File: config.mk
export PLATFORM = sky130hd
export DESIGN_NAME = rxr_ring_writer
export DESIGN_NICKNAME = d
export VERILOG_FILES = /design/src/rtl/rxr_pkg.sv /design/src/rtl/rxr_ring_ptr.sv /design/src/rtl/rxr_frame_cnt.sv /design/src/rtl/rxr_desc_fsm.sv /design/src/rtl/rxr_ring_writer.sv
export SDC_FILE = /design/constraint.sdc
export NUM_CORES = 1
export LEC_CHECK = 0
export BUFFER_PORTS_ARGS = -buffer_cell sky130_fd_sc_hd__buf_4
export CORE_MARGIN = 2
export CORE_UTILIZATION = 45
export DETAILED_ROUTE_END_ITERATION = 6
export GPL_ROUTABILITY_DRIVEN = 0
export PLACE_DENSITY = 0.68
export SLEW_MARGIN = 20
export SYNTH_ARGS = -nofsm -noshare
export SYNTH_HDL_FRONTEND = slang
export SYNTH_HIERARCHICAL = 1
export SYNTH_SLANG_ARGS = --single-unit
File: constraint.sdc
create_clock -name clk -period 2.46 [get_ports clk]
set_input_delay 0.246 -clock clk [delete_from_list [all_inputs] [get_ports clk]]
set_output_delay 0.246 -clock clk [all_outputs]
set_load 0.02 [all_outputs]
File: src/rtl/rxr_pkg.sv
package rxr_pkg;

  // word offsets inside one descriptor
  localparam logic [1:0] OFF_BADDR = 2'd0;
  localparam logic [1:0] OFF_STAT  = 2'd1;
  localparam logic [1:0] OFF_BLEN  = 2'd2;
  localparam logic [1:0] OFF_MCNT  = 2'd3;

  // bit positions inside the status byte
  localparam int ST_OWN = 7;
  localparam int ST_ERR = 6;
  localparam int ST_FRA = 5;
  localparam int ST_OFL = 4;
  localparam int ST_CRC = 3;
  localparam int ST_BUF = 2;
  localparam int ST_SOP = 1;
  localparam int ST_EOP = 0;

  typedef enum logic [2:0] {
    S_IDLE,
    S_RD_STAT,
    S_RD_LEN,
    S_GOT_LEN,
    S_RECV,
    S_DROP,
    S_WR_CNT,
    S_WR_STAT
  } rxr_state_e;

endpackage

File: src/rtl/rxr_ring_ptr.sv
module rxr_ring_ptr #(
  parameter int LO_W   = 16,
  parameter int HI_W   = 8,
  parameter int LOG2_W = 3,
  localparam int ADDR_W = LO_W + HI_W,
  localparam int IDX_W  = (1 << LOG2_W) - 1
) (
  input  logic              clk,
  input  logic              rst_n,
  input  logic              init_load,
  input  logic [ADDR_W-3:0] init_base,
  input  logic [LOG2_W-1:0] init_log2,
  input  logic              advance,
  output logic [ADDR_W-1:0] desc_addr
);

  logic [ADDR_W-3:0] base_q;
  logic [LOG2_W-1:0] log2_q;
  logic [IDX_W-1:0]  idx_q, idx_d;
  logic [IDX_W:0]    size_v;
  logic [IDX_W-1:0]  mask_v;

  always_comb begin
    size_v = (IDX_W+1)'(1) << log2_q;
    mask_v = IDX_W'(size_v - 1'b1);
    idx_d  = idx_q;
    if (init_load)
      idx_d = '0;
    else if (advance)
      idx_d = (idx_q + 1'b1) & mask_v;
  end

  always_ff @(posedge clk or negedge rst_n) begin
    if (!rst_n) begin
      base_q <= '0;
      log2_q <= '0;
    end else if (init_load) begin
      base_q <= init_base;
      log2_q <= init_log2;
    end
  end

  always_ff @(posedge clk or negedge rst_n) begin
    if (!rst_n)
      idx_q <= '0;
    else if (init_load || advance)
      idx_q <= idx_d;
  end

  assign desc_addr = {base_q, 2'b00} + ADDR_W'({idx_q, 2'b00});

endmodule

File: src/rtl/rxr_frame_cnt.sv
module rxr_frame_cnt #(
  parameter int CNT_W = 12
) (
  input  logic             clk,
  input  logic             rst_n,
  input  logic             clr,
  input  logic             accept,
  input  logic             rx_byte,
  input  logic             rx_eof,
  input  logic             rx_fra_err,
  input  logic             rx_crc_err,
  output logic [CNT_W-1:0] count,
  output logic             done_now,
  output logic             fra_q,
  output logic             crc_q
);

  localparam logic [CNT_W-1:0] CNT_MAX = '1;

  logic             done_q, done_d, fra_d, crc_d, take;
  logic [CNT_W-1:0] cnt_q, cnt_d;

  always_comb begin
    take   = accept && rx_byte && !done_q;
    cnt_d  = cnt_q;
    done_d = done_q;
    fra_d  = fra_q;
    crc_d  = crc_q;
    if (clr) begin
      cnt_d  = '0;
      done_d = 1'b0;
      fra_d  = 1'b0;
      crc_d  = 1'b0;
    end else if (take) begin
      if (cnt_q != CNT_MAX)
        cnt_d = cnt_q + 1'b1;
      if (rx_eof) begin
        done_d = 1'b1;
        fra_d  = rx_fra_err;
        crc_d  = rx_crc_err;
      end
    end
  end

  always_ff @(posedge clk or negedge rst_n) begin
    if (!rst_n) begin
      cnt_q  <= '0;
      done_q <= 1'b0;
      fra_q  <= 1'b0;
      crc_q  <= 1'b0;
    end else if (clr || take) begin
      cnt_q  <= cnt_d;
      done_q <= done_d;
      fra_q  <= fra_d;
      crc_q  <= crc_d;
    end
  end

  assign count    = cnt_q;
  assign done_now = done_q || (take && rx_eof);

endmodule

File: src/rtl/rxr_desc_fsm.sv
module rxr_desc_fsm
  import rxr_pkg::*;
#(
  parameter int ADDR_W = 24,
  parameter int CNT_W  = 12
) (
  input  logic              clk,
  input  logic              rst_n,
  input  logic              rx_byte,
  input  logic              done_now,
  input  logic [CNT_W-1:0]  count,
  input  logic              fra_q,
  input  logic              crc_q,
  input  logic [ADDR_W-1:0] desc_addr,
  input  logic [15:0]       mem_rdata,
  output logic              mem_req,
  output logic              mem_we,
  output logic [ADDR_W-1:0] mem_addr,
  output logic [15:0]       mem_wdata,
  output logic              advance,
  output logic              clr,
  output logic              accept,
  output logic              rint,
  output logic              miss
);

  rxr_state_e       state_q, state_d;
  logic [7:0]       hadr_q;
  logic [CNT_W-1:0] blen_q;
  logic             hadr_ld, blen_ld, rint_d, miss_d, ofl;
  logic [CNT_W-1:0] cnt_out;
  logic [7:0]       status;

  always_comb begin
    ofl     = count > blen_q;
    cnt_out = ofl ? blen_q : count;
    status  = '0;
    status[ST_FRA] = fra_q;
    status[ST_OFL] = ofl;
    status[ST_CRC] = crc_q;
    status[ST_ERR] = fra_q || ofl || crc_q || status[ST_BUF];
    status[ST_SOP] = 1'b1;
    status[ST_EOP] = 1'b1;
  end

  always_comb begin
    state_d   = state_q;
    mem_req   = 1'b0;
    mem_we    = 1'b0;
    mem_addr  = desc_addr;
    mem_wdata = '0;
    advance   = 1'b0;
    hadr_ld   = 1'b0;
    blen_ld   = 1'b0;
    rint_d    = 1'b0;
    miss_d    = 1'b0;
    unique case (state_q)
      S_IDLE: if (rx_byte) state_d = S_RD_STAT;
      S_RD_STAT: begin
        mem_req  = 1'b1;
        mem_addr = {desc_addr[ADDR_W-1:2], OFF_STAT};
        state_d  = S_RD_LEN;
      end
      S_RD_LEN: begin
        if (mem_rdata[8+ST_OWN]) begin
          hadr_ld  = 1'b1;
          mem_req  = 1'b1;
          mem_addr = {desc_addr[ADDR_W-1:2], OFF_BLEN};
          state_d  = S_GOT_LEN;
        end else begin
          miss_d  = 1'b1;
          state_d = done_now ? S_IDLE : S_DROP;
        end
      end
      S_GOT_LEN: begin
        blen_ld = 1'b1;
        state_d = done_now ? S_WR_CNT : S_RECV;
      end
      S_RECV:  if (done_now) state_d = S_WR_CNT;
      S_DROP:  if (done_now) state_d = S_IDLE;
      S_WR_CNT: begin
        mem_req   = 1'b1;
        mem_we    = 1'b1;
        mem_addr  = {desc_addr[ADDR_W-1:2], OFF_MCNT};
        mem_wdata = {{(16-CNT_W){1'b0}}, cnt_out};
        state_d   = S_WR_STAT;
      end
      S_WR_STAT: begin
        mem_req   = 1'b1;
        mem_we    = 1'b1;
        mem_addr  = {desc_addr[ADDR_W-1:2], OFF_STAT};
        mem_wdata = {status, hadr_q};
        advance   = 1'b1;
        rint_d    = 1'b1;
        state_d   = S_IDLE;
      end
      default: state_d = S_IDLE;
    endcase
    clr    = (state_q != S_IDLE) && (state_d == S_IDLE);
    accept = (state_q != S_WR_CNT) && (state_q != S_WR_STAT);
  end

  always_ff @(posedge clk or negedge rst_n) begin
    if (!rst_n) begin
      state_q <= S_IDLE;
      rint    <= 1'b0;
      miss    <= 1'b0;
    end else begin
      state_q <= state_d;
      rint    <= rint_d;
      miss    <= miss_d;
    end
  end

  always_ff @(posedge clk or negedge rst_n) begin
    if (!rst_n)
      hadr_q <= '0;
    else if (hadr_ld)
      hadr_q <= mem_rdata[7:0];
  end

  always_ff @(posedge clk or negedge rst_n) begin
    if (!rst_n)
      blen_q <= '0;
    else if (blen_ld)
      blen_q <= CNT_W'(~mem_rdata + 16'd1);
  end

endmodule

File: src/rtl/rxr_ring_writer.sv
module rxr_ring_writer #(
  parameter int LO_W   = 16,
  parameter int HI_W   = 8,
  parameter int LOG2_W = 3,
  parameter int CNT_W  = 12,
  localparam int ADDR_W = LO_W + HI_W
) (
  input  logic              clk,
  input  logic              rst_n,
  input  logic              init_load,
  input  logic [LO_W-1:0]   init_base_lo,
  input  logic [15:0]       init_len_word,
  input  logic              rx_byte,
  input  logic              rx_eof,
  input  logic              rx_fra_err,
  input  logic              rx_crc_err,
  output logic              mem_req,
  output logic              mem_we,
  output logic [ADDR_W-1:0] mem_addr,
  output logic [15:0]       mem_wdata,
  input  logic [15:0]       mem_rdata,
  output logic              rint,
  output logic              miss
);

  logic [ADDR_W-1:0] desc_addr;
  logic [CNT_W-1:0]  count;
  logic              advance, clr, accept, done_now, fra_q, crc_q;
  logic              unused_bits;

  assign unused_bits = ^{init_len_word[15-LOG2_W:HI_W], init_base_lo[1:0]};

  rxr_ring_ptr #(.LO_W(LO_W), .HI_W(HI_W), .LOG2_W(LOG2_W)) u_ptr (
    .clk       (clk),
    .rst_n     (rst_n),
    .init_load (init_load),
    .init_base ({init_len_word[HI_W-1:0], init_base_lo[LO_W-1:2]}),
    .init_log2 (init_len_word[15:16-LOG2_W]),
    .advance   (advance),
    .desc_addr (desc_addr)
  );

  rxr_frame_cnt #(.CNT_W(CNT_W)) u_cnt (
    .clk        (clk),
    .rst_n      (rst_n),
    .clr        (clr),
    .accept     (accept),
    .rx_byte    (rx_byte),
    .rx_eof     (rx_eof),
    .rx_fra_err (rx_fra_err),
    .rx_crc_err (rx_crc_err),
    .count      (count),
    .done_now   (done_now),
    .fra_q      (fra_q),
    .crc_q      (crc_q)
  );

  rxr_desc_fsm #(.ADDR_W(ADDR_W), .CNT_W(CNT_W)) u_fsm (
    .clk       (clk),
    .rst_n     (rst_n),
    .rx_byte   (rx_byte),
    .done_now  (done_now),
    .count     (count),
    .fra_q     (fra_q),
    .crc_q     (crc_q),
    .desc_addr (desc_addr),
    .mem_rdata (mem_rdata),
    .mem_req   (mem_req),
    .mem_we    (mem_we),
    .mem_addr  (mem_addr),
    .mem_wdata (mem_wdata),
    .advance   (advance),
    .clr       (clr),
    .accept    (accept),
    .rint      (rint),
    .miss      (miss)
  );

endmodule

==> results.txt <==
For the post-route setup TNS, the log shows -1960 ps. No sink is reached through more buffers than the 2 on the longest clock path. The number of enable flip-flop cells after synthesis was 0. The cell chosen for the clock root was sky130_fd_sc_hd__clkbuf_8. The worst setup path is captured at an output port.

The startpoint identified for the worst register-to-register timing path is u_cnt/count[1]. The post-synthesis area per instance is 9.38 µm². The run gives 3 as the H-tree level count. The clock sink count is 72.

Data arrives at the worst endpoint at 2460 ps. Based on the critical path, the design can be clocked at up to 370 MHz. The x dimension of the die was 108 µm; the worst reg2reg path depth was 6. On the worst path, the slowest cell contributes a delay of 420 ps. Among all stages on the critical path, the largest delay is contributed by sky130_fd_sc_hd__dfrtp_1. The core region is 10,400 µm². Counting flops and latches in the post-synthesis netlist gives 72. The startpoint identified for the worst hold timing path is init_base_lo[3].

The share of async-settable or async-resettable flops after synthesis is 1.00. For the slack of the worst reg-to-reg path, the log shows 520 ps. Counting the buffers created by CTS gives 9. The maximum fanout encountered on the critical timing path works out to 4. The run gives 263 as the number of DRC markers in iteration 0. Total half-perimeter wirelength after legalization and detailed placement: 8.62 mm.

The share of final-layout standard cells stronger than drive strength 1 came out at 0.418. Maximum resistive drop on vdd: 0.000688 V. The library cell used most frequently in the layout, excluding fill and tap cells, is sky130_fd_sc_hd__buf_4. The logs give 0 for the final number of hold-violating endpoints and 64 for the distinct cell type count after synthesis.

The via-per-instance ratio came out at 5.63. Max-cap violations in this run came to 0. The tools report the destination of the worst register-to-register timing path as u_cnt/count[11]. Setup violations remaining at the end of the flow were counted as 25. The time the final worst path needs with I/O delays and setup was 2700 ps. The adder and majority cell fraction of the synthesized area is 0.0611. The area growth from synthesis to layout is 37.2%. Clock-pin slew was measured on the worst setup and hold paths at 80 ps. The synthesized-area fraction occupied by ao, oa, aoi and oai cells was 0.159. In this run the tool buffered the top-level ports with 87 buffer cells.

The first-pass GRT wire length was 19.9 mm; the DRC violation count after routing was 0. At the later pin of the worst-skew pair, clock insertion delay measures 350 ps. The tightest hold path in the finished design has a slack of 104 ps.

The routed layout has 4,352 vias. The die is 108 µm tall. Counting instances, the worst hold path has a depth of 3. Dividing the detail-routed wire length by the instance count gives 16.8 µm. After technology mapping, the gate count stands at 515. STA classifies the critical path startpoint as a flip-flop. Power per cell area: 762 nW/µm². The cell type group with the largest total delay on the critical path was compound AO/OA/AOI/OAI gates. In the layout the commonest cells are sky130_fd_sc_hd__buf_4 (129), sky130_fd_sc_hd__dfrtp_1 (71), sky130_fd_sc_hd__nand2_1 (46). On the final layout, the worst clock skew is 10.2 ps. In the final design database the tool counted 710 nets. The pin count of the biggest net entering global routing is 73, and the initial standard-cell utilization of the core is 0.466. The worst hold path belongs to the class input pin to flip-flop.

TritonCTS built the clock tree. The count of buffering cells on the critical path with inverters included was 1. The number of primary I/O pins was 99. During synthesis, Yosys emitted a total of 6 warnings. The final layout contains routed wiring with a total length of 13.0 mm. The total track usage is 0.218, and the via count of the first global-routing pass is 4,205. The core utilization of the finished layout was 0.639. Number of nets still failing antenna checks after routing: 0. The worst min-delay path endpoint is u_ptr/base_q[1].

Number of antenna violations at the first check in global routing: 0. The multiplexer share of the synthesized area is 0.0808. Setup repair after global routing could not meet its margin everywhere.

The xor and xnor fraction of the mapped netlist area was 0.0617. For the worst setup path, the data required time is 2210 ps. The layout filler cell count came out at 830. The final worst-path cycle share works out to 1.10. The run finished, with violations left. The number of core rows is 37. The final reports fail on setup timing. The die covers 11,600 µm². After synthesis, the largest family of logic cells by area is simple AND/OR/NAND/NOR gates. The final worst slack was -243 ps; the final-report max-slew violation count was 0. For this design the static power due to leakage is 2.97 nW. After synthesis the cells add up to 4830 µm². Share of synthesized cell area in and, or, nand and nor gates: 0.180.

The first detailed-routing pass took 5 iterations. The tools report the sequential element share of the synthesized area as 0.373. The most used flip-flop cell after synthesis is sky130_fd_sc_hd__dfrtp_1.

The residual overflow from global routing is 0. Walking the worst path, the cells encountered are ha_4, nor2b_4, o211ai_1, a211o_1, a21oi_4, mux2i_2, buf_4. The worst setup path category is flip-flop to output port. The total inserted antenna cells was 0.
## state kept, by name (all words and copies together) (netlist names)
signal         flops
u_fsm/miss         1
u_cnt/fra_q        1
u_fsm/rint         1
u_cnt/done_q       1
u_ptr/base_q      22
u_fsm/hadr_q       8
u_cnt/crc_q        1
u_fsm/state_q      3
u_ptr/log2_q       3
u_cnt/count       12
u_ptr/idx_q        7
u_fsm/blen_q      12
## cell families after synthesis
kind of cell               count (synthesis)
and+or+nand+nor                          164
other                                      2
DFF                                       72
muxes                                     35
adders and majority gates                 23
AOI/OAI and AO/OA                        112
xor gates and xnor gates                  34
buffers and inverters                     73
## layer usage
metal	track usage	wire length [µm]	vias to the layer above
met3	0.0412	750	42
li1	-	-	2074
met5	0	0	-
met4	0.0714	325	0
met2	0.377	6550	155
met1	0.272	5370	2081
## worst max path at each step
| stage | start | endpoint | slack [ps] | depth (start not counted) |
|---|---|---|---|---|
| finish | u_cnt/count[1] | mem_wdata[10] | -240 | 7 |
| global route | u_fsm/blen_q[6] | mem_wdata[10] | -310 | 7 |
| CTS | u_fsm/blen_q[1] | mem_wdata[10] | -150 | 8 |
| detailed placement | u_fsm/blen_q[8] | mem_wdata[8] | 110 | 8 |
| global placement | u_ptr/idx_q[0] | mem_addr[18] | 150 | 10 |
| floorplan | u_cnt/count[7] | mem_wdata[8] | 230 | 7 |
## stage by stage
stage                     instance area (µm²)  cells  power [W]  setup WS (ps)
after floorplan                          4830    516    0.00290            232
after global placement                   5610    725    0.00347            148
after detailed placement                 5610    725    0.00353            110
after CTS                                6320    759    0.00477           -152
after global routing                     6630    773    0.00536           -307
final                                    6630    773    0.00505           -243
## power breakdown
| group | internal, W | switching, W | leakage [nW] | total (W) |
|---|---|---|---|---|
| combinational | 0.00104 | 0.00125 | 1.97 | 0.00229 |
| clock | 0.000602 | 0.000463 | 0.109 | 0.00106 |
| sequential | 0.00147 | 0.000224 | 0.897 | 0.00170 |
| total | 0.00311 | 0.00194 | 2.97 | 0.00505 |
## worst register-to-register path, delay by kind of cell (launching register included)
family / cells / cell delay (ps)
buffers and inverters: 1 / 170
DFF: 1 / 420
AOI/OAI and AO/OA: 2 / 320
adders and majority gates: 1 / 240
and+or+nand+nor: 2 / 720
## Yosys cell counts (15+ instances only)
| cell | instances | area share |
|---|---|---|
| sky130_fd_sc_hd__ha_1 | 22 | 0.057 |
| sky130_fd_sc_hd__nand3_1 | 23 | 0.024 |
| sky130_fd_sc_hd__mux2_2 | 24 | 0.056 |
| sky130_fd_sc_hd__o21ai_0 | 20 | 0.021 |
| sky130_fd_sc_hd__o211ai_1 | 15 | 0.023 |
| sky130_fd_sc_hd__nor2_1 | 24 | 0.019 |
| sky130_fd_sc_hd__inv_1 | 26 | 0.020 |
| sky130_fd_sc_hd__buf_4 | 26 | 0.040 |
| sky130_fd_sc_hd__nand4_1 | 19 | 0.025 |
| sky130_fd_sc_hd__xnor2_1 | 22 | 0.040 |
| sky130_fd_sc_hd__nand2_1 | 51 | 0.040 |
| sky130_fd_sc_hd__dfrtp_1 | 72 | 0.37 |
| sky130_fd_sc_hd__a21oi_1 | 29 | 0.030 |
## layout make-up
cell class,count,area [µm²],area share
inverters,26,97.6,0.0147
flip-flops and latches,72,1800,0.272
repair buffers,152,1230,0.186
well taps,136,170,0.0257
clock buffers,10,138,0.0208
clock inverters,6,92.6,0.0140
multi-input cells,371,3090,0.466
## timing repair
| action | CTS | global route |
|---|---|---|
| resized for setup | 64 | 34 |
| hold endpoints to repair | 72 | 0 |
| gates cloned | 0 | 1 |
| pin swaps | 29 | 21 |
| hold buffers | 1 | 0 |
| setup endpoints to repair | 30 | 29 |
| setup buffers | 17 | 14 |
Note: power is estimated with default switching activity, not from simulation.
